--- config.mk ---
export PLATFORM = sky130hd
export DESIGN_NAME = fpga_cfg_loader
export DESIGN_NICKNAME = d
export VERILOG_FILES = /design/src/rtl/cfg_loader_pkg.sv /design/src/rtl/cfg_sync.sv /design/src/rtl/cfg_delay_timer.sv /design/src/rtl/spi_tx_mode0.sv /design/src/rtl/cfg_seq_fsm.sv /design/src/rtl/fpga_cfg_loader.sv
export SDC_FILE = /design/constraint.sdc
export NUM_CORES = 1
export LEC_CHECK = 0
export ABC_AREA = 0
export BUFFER_PORTS_ARGS = -buffer_cell sky130_fd_sc_hd__buf_2
export CORE_UTILIZATION = 64
export CTS_CLUSTER_DIAMETER = 40
export DETAILED_ROUTE_END_ITERATION = 16
export GPL_TIMING_DRIVEN = 0
export PLACE_DENSITY = 0.89
export SYNTH_ARGS = -nofsm -noshare
export SYNTH_HDL_FRONTEND = slang
export SYNTH_HIERARCHICAL = 1
export SYNTH_SLANG_ARGS = --single-unit
--- constraint.sdc ---
create_clock -name clk -period 7.19 [get_ports clk]
set_input_delay 2.157 -clock clk [delete_from_list [all_inputs] [get_ports clk]]
set_output_delay 2.157 -clock clk [all_outputs]
set_load 0.005 [all_outputs]
--- src/rtl/cfg_loader_pkg.sv ---
package cfg_loader_pkg;

  typedef enum logic [2:0] {
    ST_UNKNOWN    = 3'd0,
    ST_OPERATING  = 3'd1,
    ST_BUSY       = 3'd2,
    ST_ERR_RESET  = 3'd3,
    ST_ERR_CONFIG = 3'd4,
    ST_NOT_SUPP   = 3'd5,
    ST_ERR_PARAM  = 3'd6
  } cfg_status_e;

  typedef enum logic [2:0] {
    S_IDLE,
    S_RST_HOLD,
    S_RST_CHECK,
    S_HOUSEKEEP,
    S_CS_GAP,
    S_STREAM,
    S_DONE_CHECK,
    S_PAD
  } seq_state_e;

  // Cycles of a clock at clk_hz covering ns nanoseconds, rounded up.
  function automatic longint ns_to_cycles(input longint clk_hz, input longint ns);
    return (clk_hz * ns + 64'd999_999_999) / 64'd1_000_000_000;
  endfunction

endpackage

--- src/rtl/cfg_sync.sv ---
module cfg_sync #(
  parameter int STAGES = 2
) (
  input  logic clk,
  input  logic rst_n,
  input  logic d_in,
  output logic q_out
);
  localparam int N = (STAGES < 1) ? 1 : STAGES;

  logic [N-1:0] chain;

  always_ff @(posedge clk or negedge rst_n) begin
    if (!rst_n) chain <= '0;
    else        chain <= {chain[N-2+((N==1)?1:0):0] & {(N-1+((N==1)?1:0)){N != 1}}, d_in} | {{(N-1){1'b0}}, 1'b0};
  end

  assign q_out = chain[N-1];
endmodule

--- src/rtl/cfg_delay_timer.sv ---
module cfg_delay_timer #(
  parameter int W = 16
) (
  input  logic         clk,
  input  logic         rst_n,
  input  logic         load,
  input  logic [W-1:0] load_val,
  output logic         zero
);
  logic [W-1:0] cnt;

  always_ff @(posedge clk or negedge rst_n) begin
    if (!rst_n)          cnt <= '0;
    else if (load)       cnt <= load_val;
    else if (cnt != '0)  cnt <= cnt - 1'b1;
  end

  assign zero = (cnt == '0);
endmodule

--- src/rtl/spi_tx_mode0.sv ---
module spi_tx_mode0 #(
  parameter int DIV = 4
) (
  input  logic       clk,
  input  logic       rst_n,
  input  logic       tx_valid,
  input  logic [7:0] tx_data,
  output logic       tx_ready,
  output logic       sclk,
  output logic       mosi
);
  localparam int D  = (DIV < 1) ? 1 : DIV;
  localparam int DW = (D < 2) ? 1 : $clog2(D);

  logic          active;
  logic [7:0]    sr;
  logic [2:0]    bit_left;
  logic [DW-1:0] div_cnt;

  always_ff @(posedge clk or negedge rst_n) begin
    if (!rst_n) begin
      active   <= 1'b0;
      sr       <= '0;
      bit_left <= '0;
      div_cnt  <= '0;
      sclk     <= 1'b0;
    end else if (!active) begin
      if (tx_valid) begin
        active   <= 1'b1;
        sr       <= tx_data;
        bit_left <= 3'd7;
        div_cnt  <= DW'(D - 1);
        sclk     <= 1'b0;
      end
    end else if (div_cnt != '0) begin
      div_cnt <= div_cnt - 1'b1;
    end else begin
      div_cnt <= DW'(D - 1);
      if (!sclk) begin
        sclk <= 1'b1;
      end else begin
        sclk <= 1'b0;
        if (bit_left == 3'd0) begin
          active <= 1'b0;
        end else begin
          sr       <= {sr[6:0], 1'b0};
          bit_left <= bit_left - 1'b1;
        end
      end
    end
  end

  assign tx_ready = !active;
  assign mosi     = active & sr[7];
endmodule

--- src/rtl/cfg_seq_fsm.sv ---
module cfg_seq_fsm
  import cfg_loader_pkg::*;
#(
  parameter int TW         = 16,
  parameter int RST_CYC    = 100,
  parameter int SETTLE_CYC = 3,
  parameter int HK_CYC     = 1000,
  parameter int PAD_BYTES  = 7,
  parameter bit PARAM_OK   = 1'b1
) (
  input  logic          clk,
  input  logic          rst_n,
  input  logic          start,
  input  logic          partial_req,
  input  logic          done_s,
  input  logic          tmr_zero,
  input  logic          byte_valid,
  input  logic          byte_last,
  input  logic          sh_ready,
  output logic          tmr_load,
  output logic [TW-1:0] tmr_val,
  output logic          byte_ready,
  output logic          sh_valid,
  output logic          sh_pad,
  output logic          tgt_rst_n,
  output logic          tgt_cs_n,
  output logic          busy,
  output logic [2:0]    status
);
  localparam int PW = $clog2(PAD_BYTES + 1);

  seq_state_e  state, state_n;
  cfg_status_e result, result_n;
  logic [PW-1:0] pad_left, pad_n;
  logic          last_seen, last_n;

  always_ff @(posedge clk or negedge rst_n) begin
    if (!rst_n) begin
      state     <= S_IDLE;
      result    <= ST_UNKNOWN;
      pad_left  <= '0;
      last_seen <= 1'b0;
    end else begin
      state     <= state_n;
      result    <= result_n;
      pad_left  <= pad_n;
      last_seen <= last_n;
    end
  end

  always_comb begin
    state_n  = state;
    result_n = result;
    pad_n    = pad_left;
    last_n   = last_seen;
    tmr_load = 1'b0;
    tmr_val  = '0;
    unique case (state)
      S_IDLE: begin
        if (start) begin
          if (partial_req) begin
            result_n = ST_NOT_SUPP;
          end else if (!PARAM_OK) begin
            result_n = ST_ERR_PARAM;
          end else begin
            result_n = ST_UNKNOWN;
            state_n  = S_RST_HOLD;
            tmr_load = 1'b1;
            tmr_val  = TW'(RST_CYC);
            last_n   = 1'b0;
            pad_n    = PW'(PAD_BYTES);
          end
        end
      end
      S_RST_HOLD: begin
        if (tmr_zero) begin
          state_n  = S_RST_CHECK;
          tmr_load = 1'b1;
          tmr_val  = TW'(SETTLE_CYC);
        end
      end
      S_RST_CHECK: begin
        if (tmr_zero) begin
          if (done_s) begin
            result_n = ST_ERR_RESET;
            state_n  = S_IDLE;
          end else begin
            state_n  = S_HOUSEKEEP;
            tmr_load = 1'b1;
            tmr_val  = TW'(HK_CYC);
          end
        end
      end
      S_HOUSEKEEP: begin
        if (tmr_zero) begin
          state_n  = S_CS_GAP;
          tmr_load = 1'b1;
          tmr_val  = TW'(1);
        end
      end
      S_CS_GAP: begin
        if (tmr_zero) state_n = S_STREAM;
      end
      S_STREAM: begin
        if (byte_valid && byte_ready && byte_last) last_n = 1'b1;
        if (last_seen && sh_ready) state_n = S_DONE_CHECK;
      end
      S_DONE_CHECK: begin
        if (done_s) begin
          state_n = S_PAD;
        end else begin
          result_n = ST_ERR_CONFIG;
          state_n  = S_IDLE;
        end
      end
      S_PAD: begin
        if (sh_ready) begin
          if (pad_left == '0) begin
            state_n  = S_IDLE;
            result_n = ST_UNKNOWN;
          end else begin
            pad_n = pad_left - 1'b1;
          end
        end
      end
      default: state_n = S_IDLE;
    endcase
  end

  assign byte_ready = (state == S_STREAM) && sh_ready && !last_seen;
  assign sh_valid   = ((state == S_STREAM) && byte_valid && !last_seen) ||
                      ((state == S_PAD) && (pad_left != '0));
  assign sh_pad     = (state == S_PAD);
  assign tgt_rst_n  = (state != S_RST_HOLD);
  assign tgt_cs_n   = (state == S_IDLE) || (state == S_CS_GAP);
  assign busy       = (state != S_IDLE);

  always_comb begin
    if (busy)                     status = ST_BUSY;
    else if (result == ST_UNKNOWN) status = done_s ? ST_OPERATING : ST_UNKNOWN;
    else                          status = result;
  end
endmodule

--- src/rtl/fpga_cfg_loader.sv ---
module fpga_cfg_loader
  import cfg_loader_pkg::*;
#(
  parameter int CLK_HZ       = 100_000_000,
  parameter int SCLK_DIV     = 4,
  parameter int CPHA         = 0,
  parameter int RESET_NS     = 1000,
  parameter int HOUSEKEEP_US = 1200,
  parameter int PAD_BITS     = 49,
  parameter int SYNC_STAGES  = 2
) (
  input  logic       clk,
  input  logic       rst_n,
  input  logic       start,
  input  logic       partial_req,
  input  logic [7:0] byte_data,
  input  logic       byte_valid,
  input  logic       byte_last,
  output logic       byte_ready,
  input  logic       done_in,
  output logic       tgt_rst_n,
  output logic       tgt_cs_n,
  output logic       tgt_sclk,
  output logic       tgt_mosi,
  output logic       busy,
  output logic [2:0] status
);
  localparam int DIV_EFF    = (SCLK_DIV < 1) ? 1 : SCLK_DIV;
  localparam int SCLK_HZ    = CLK_HZ / (2 * DIV_EFF);
  localparam bit PARAM_OK   = (CPHA == 0) && (SCLK_DIV >= 1) &&
                              (SCLK_HZ >= 1_000_000) && (SCLK_HZ <= 25_000_000);
  localparam int RST_RAW    = int'(ns_to_cycles(longint'(CLK_HZ), longint'(RESET_NS)));
  localparam int RST_CYC    = (RST_RAW < 1) ? 1 : RST_RAW;
  localparam int HK_CYC     = int'(ns_to_cycles(longint'(CLK_HZ), longint'(HOUSEKEEP_US) * 1000));
  localparam int SETTLE_CYC = SYNC_STAGES + 1;
  localparam int PAD_BYTES  = (PAD_BITS + 7) / 8;
  localparam int TMR_MAX    = ((HK_CYC > RST_CYC) ? HK_CYC : RST_CYC) + SETTLE_CYC + 2;
  localparam int TW         = $clog2(TMR_MAX + 1);

  logic          done_s;
  logic          tmr_load, tmr_zero;
  logic [TW-1:0] tmr_val;
  logic          sh_valid, sh_ready, sh_pad;
  logic [7:0]    sh_data;

  cfg_sync #(.STAGES(SYNC_STAGES)) u_done_sync (
    .clk(clk), .rst_n(rst_n), .d_in(done_in), .q_out(done_s)
  );

  cfg_delay_timer #(.W(TW)) u_timer (
    .clk(clk), .rst_n(rst_n), .load(tmr_load), .load_val(tmr_val), .zero(tmr_zero)
  );

  assign sh_data = sh_pad ? 8'h00 : byte_data;

  spi_tx_mode0 #(.DIV(DIV_EFF)) u_shift (
    .clk(clk), .rst_n(rst_n), .tx_valid(sh_valid), .tx_data(sh_data),
    .tx_ready(sh_ready), .sclk(tgt_sclk), .mosi(tgt_mosi)
  );

  cfg_seq_fsm #(
    .TW(TW), .RST_CYC(RST_CYC), .SETTLE_CYC(SETTLE_CYC), .HK_CYC(HK_CYC),
    .PAD_BYTES(PAD_BYTES), .PARAM_OK(PARAM_OK)
  ) u_fsm (
    .clk(clk), .rst_n(rst_n), .start(start), .partial_req(partial_req),
    .done_s(done_s), .tmr_zero(tmr_zero), .byte_valid(byte_valid),
    .byte_last(byte_last), .sh_ready(sh_ready), .tmr_load(tmr_load),
    .tmr_val(tmr_val), .byte_ready(byte_ready), .sh_valid(sh_valid),
    .sh_pad(sh_pad), .tgt_rst_n(tgt_rst_n), .tgt_cs_n(tgt_cs_n),
    .busy(busy), .status(status)
  );
endmodule

==> results.sh <==
export IMPL_status="finished clean"
export IMPL_n_antenna_cell=0
export IMPL_synth_cells=298
export IMPL_p_comb_frac=0.368
export IMPL_finalSetupViolCount=0
export IMPL_synth_ff_type="dfrtp_1"
export IMPL_numClockSinks=44
export IMPL_cp_start_kind="register"
export IMPL_io_pins=24
export IMPL_synth_cell_types=63
export IMPL_p_sw_frac=0.383
export IMPL_hold_viol=0
export IMPL_syn_mean_instance_area_um2=9.22
export IMPL_via_count=2269
export IMPL_synth_xor_area_frac=0.0414
export IMPL_syn_to_final_growth_pct=10.4
export IMPL_slew_headroom=0.332
export IMPL_r2r_end="u_timer/cnt[7]"
export IMPL_fillers=295
export IMPL_firstDrtPassIters=4
export IMPL_post_cts_buffers=0
export IMPL_grt_max_degree=45
export IMPL_p_leak_nw=1.38
export IMPL_rr_startpoint="u_timer/cnt[0]"
export IMPL_synth_edf_count=0
export IMPL_detail_route_vias_per_cell=5.91
export IMPL_cts_buffers=5
export IMPL_maxSlewViolCount=0
export IMPL_fin_skew_ns=0.00719
export IMPL_cts_hold_buffers=0
export IMPL_cts_tree="yes"
export IMPL_ir_worst_vdd_mv=0.172
export IMPL_die_y_um=67.5
export IMPL_synth_top_family_by_area="simple AND/OR/NAND/NOR gates"
export IMPL_intPower_mw=0.522
export IMPL_synthArstFlopShare=1.00
export IMPL_drc=0
export IMPL_hold_ws_ns=0.362
export IMPL_crit_start="u_timer/cnt[0]"
export IMPL_final_setup_tns_ns=0
export IMPL_cp_end_kind="register"
export IMPL_crit_type="reg -> reg"
export IMPL_rsz0062_at_grt="false"
export IMPL_worst_slew_pin_slew_ns=1.00
export IMPL_core_um2=4060
export IMPL_start_util=0.677
export IMPL_layout_min_cycle_time_ns=4.06
export IMPL_post_cts_resized=0
export IMPL_track_usage=0.278
export IMPL_htreeDepth=2
export IMPL_synth_simple_gate_area_frac=0.255
export IMPL_hold_class="reg -> reg"
export IMPL_die_w_um=67.5
export IMPL_nNetsFinal=354
export IMPL_syn_cell_area_um2=2750
export IMPL_maxCapViolations=0
export IMPL_antenna_left=0
export IMPL_root_buffer="clkbuf_8"
export IMPL_synth_mux_area_frac=0.0114
export IMPL_die_area_um2=4560
export IMPL_ys_seq_area_frac=0.401
export IMPL_regArea_um2=1100
export IMPL_pwr_share_clk=0.191
export IMPL_yosysWarnings=6
export IMPL_required_ns=7.35
export IMPL_cellPowerDensity_nw_per_um2=279
export IMPL_grt_overflow=0
export IMPL_synth_fa_ha_area_frac=0.0273
export IMPL_fmax_ghz=0.247
export IMPL_cp_arrival_ns=4.22
export IMPL_dp_hpwl_mm=4.09
export IMPL_path_max_fanout=12
export IMPL_cp_endpoint="u_timer/cnt[7]"
export IMPL_wirelength_mm=5.75
export IMPL_seqPwrFrac=0.441
export IMPL_clk_pin_slew_ns=0.08
export IMPL_grt_pass1_vias=2115
export IMPL_clk_path_buf_depth=2
export IMPL_switchingPower_mw=0.324
export IMPL_synth_compound_area_share=0.186
export IMPL_r2r_cells=13
export IMPL_regToRegSetupSlack_ns=3.13
export IMPL_ys_ff_latch=44
export IMPL_post_route_worst_setup_slack_ns=3.13
export IMPL_fin_crit_sh=0.564
export IMPL_drive_gt1_frac=0.210
export IMPL_place_ws_ns=3.19
export IMPL_avgRoutedWirePerCell_um=15.0
export IMPL_place_congestion=0.833
export IMPL_rows=23
export IMPL_antenna_found_initial=0
export IMPL_grt_first_pass_wirelength_mm=9.44
export IMPL_initialDrtViolationCount=162
export IMPL_clock_latency_ns=0.30
export IMPL_portBuffers=23
export IMPL_multiInputGateArea_um2=1460
[cells in the final DEF (no fill, tap or decap), types with 7 or more instances in the layout]
cell and n:
nor2_1 19, nor2b_1 11, xnor2_1 9, nand3_1 7
nand2b_1 13, nor3_1 8, o221a_2 7, o21ai_0 11
nand2_1 30, buf_2 29, dfrtp_1 44, inv_1 17
o31ai_1 14, buf_4 12
[critical path, stage by stage, from the launching register on]
cell and delay, ns:
dfrtp_1 0.40, inv_1 0.11, ha_1 0.23, nor4b_1 0.66, nand2b_1 0.22, nor3_2 0.28, buf_2 0.35, nor2b_1 0.32
nand2_1 0.13, o21ai_2 0.14, or2_1 0.12, clkbuf_1 0.31, clkbuf_1 0.47, o31ai_1 0.17
[registers in the layout, summed over array words and instances (netlist names)]
register	count
u_timer/cnt	17
u_shift/sr	8
u_fsm/pad_left	3
u_fsm/result	3
u_fsm/state	3
u_shift/bit_left	3
u_done_sync/chain	2
u_shift/div_cnt	2
u_fsm/last_seen	1
u_shift/active	1
u_shift/sclk	1
[layer usage]
metal / routed length, um / global-route usage
met1: 2600 / 0.335
met2: 2880 / 0.494
met3: 182 / 0.0524
met4: 82 / 0.0904
met5: 0 / 0
[synthesized netlist by cell type (all sizes together) (3+ instances only)]
cell	n	area (um2)
dfrtp	44	1100
nand2	32	125
buf	19	131
nor2	19	71.3
inv	17	63.8
o31ai	15	118
nand2b	13	81.3
o21ai	13	68.8
nor2b	11	68.8
nor3	9	50.1
xnor2	9	78.8
nand3	7	35.0
o221a	7	78.8
a21oi	6	30.0
ha	6	75.1
or3	6	37.5
and3	5	32.5
nor4	5	46.3
a31o	4	35.0
and2	4	25.0
clkbuf	4	15.0
xor2	4	35.0
a21boi	3	22.5
a32oi	3	33.8
[layout make-up]
| type | instances | area share |
|---|---|---|
| Multi-Input combinational cell | 219 | 0.480 |
| Tap cell | 50 | 0.0206 |
| Clock buffer | 8 | 0.0297 |
| Sequential cell | 44 | 0.363 |
| Buffer | 23 | 0.0482 |
| Timing Repair Buffer | 23 | 0.0379 |
| Inverter | 17 | 0.0210 |
[power groups by stage]
stage | Combinational [mW] | Clock (mW) | Sequential (mW)
floorplan | 0.241 | 0 | 0.358
global placement | 0.296 | 0 | 0.370
detailed placement | 0.306 | 0 | 0.376
CTS | 0.310 | 0.165 | 0.371
global route | 0.342 | 0.174 | 0.381
finish | 0.312 | 0.162 | 0.373
[how the worst min path moves through the flow]
stage | from | end | slack [ns] | cells after the start
after floorplan | u_done_sync/chain[0] | u_done_sync/chain[1] | 0.33 | 0
after global routing | u_done_sync/chain[0] | u_done_sync/chain[1] | 0.38 | 0
final | u_done_sync/chain[0] | u_done_sync/chain[1] | 0.36 | 0
after detailed placement | u_done_sync/chain[0] | u_done_sync/chain[1] | 0.35 | 0
after CTS | u_done_sync/chain[0] | u_done_sync/chain[1] | 0.36 | 0
after global placement | u_done_sync/chain[0] | u_done_sync/chain[1] | 0.34 | 0
[stage by stage]
step / instance area [um2] / util / cells / power, mW
after floorplan: 2770 / - / 303 / 0.599
after global placement: 2940 / 0.726 / 376 / 0.667
after detailed placement: 2940 / 0.726 / 376 / 0.682
after CTS: 3030 / 0.748 / 384 / 0.846
after global routing: 3030 / 0.748 / 384 / 0.897
final: 3030 / 0.748 / 384 / 0.846
[logic make-up (layout without fill, tap and decap cells)]
group,Yosys count,count (layout)
multiplexers,3,3
AO/OA/AOI/OAI,65,65
flip-flops,44,44
buffers and inverters,40,71
XOR/XNOR,13,13
adder cells (fa/ha/maj),6,6
other,1,6
AND/OR/NAND/NOR,126,126
(Power assumes the default switching activity.)
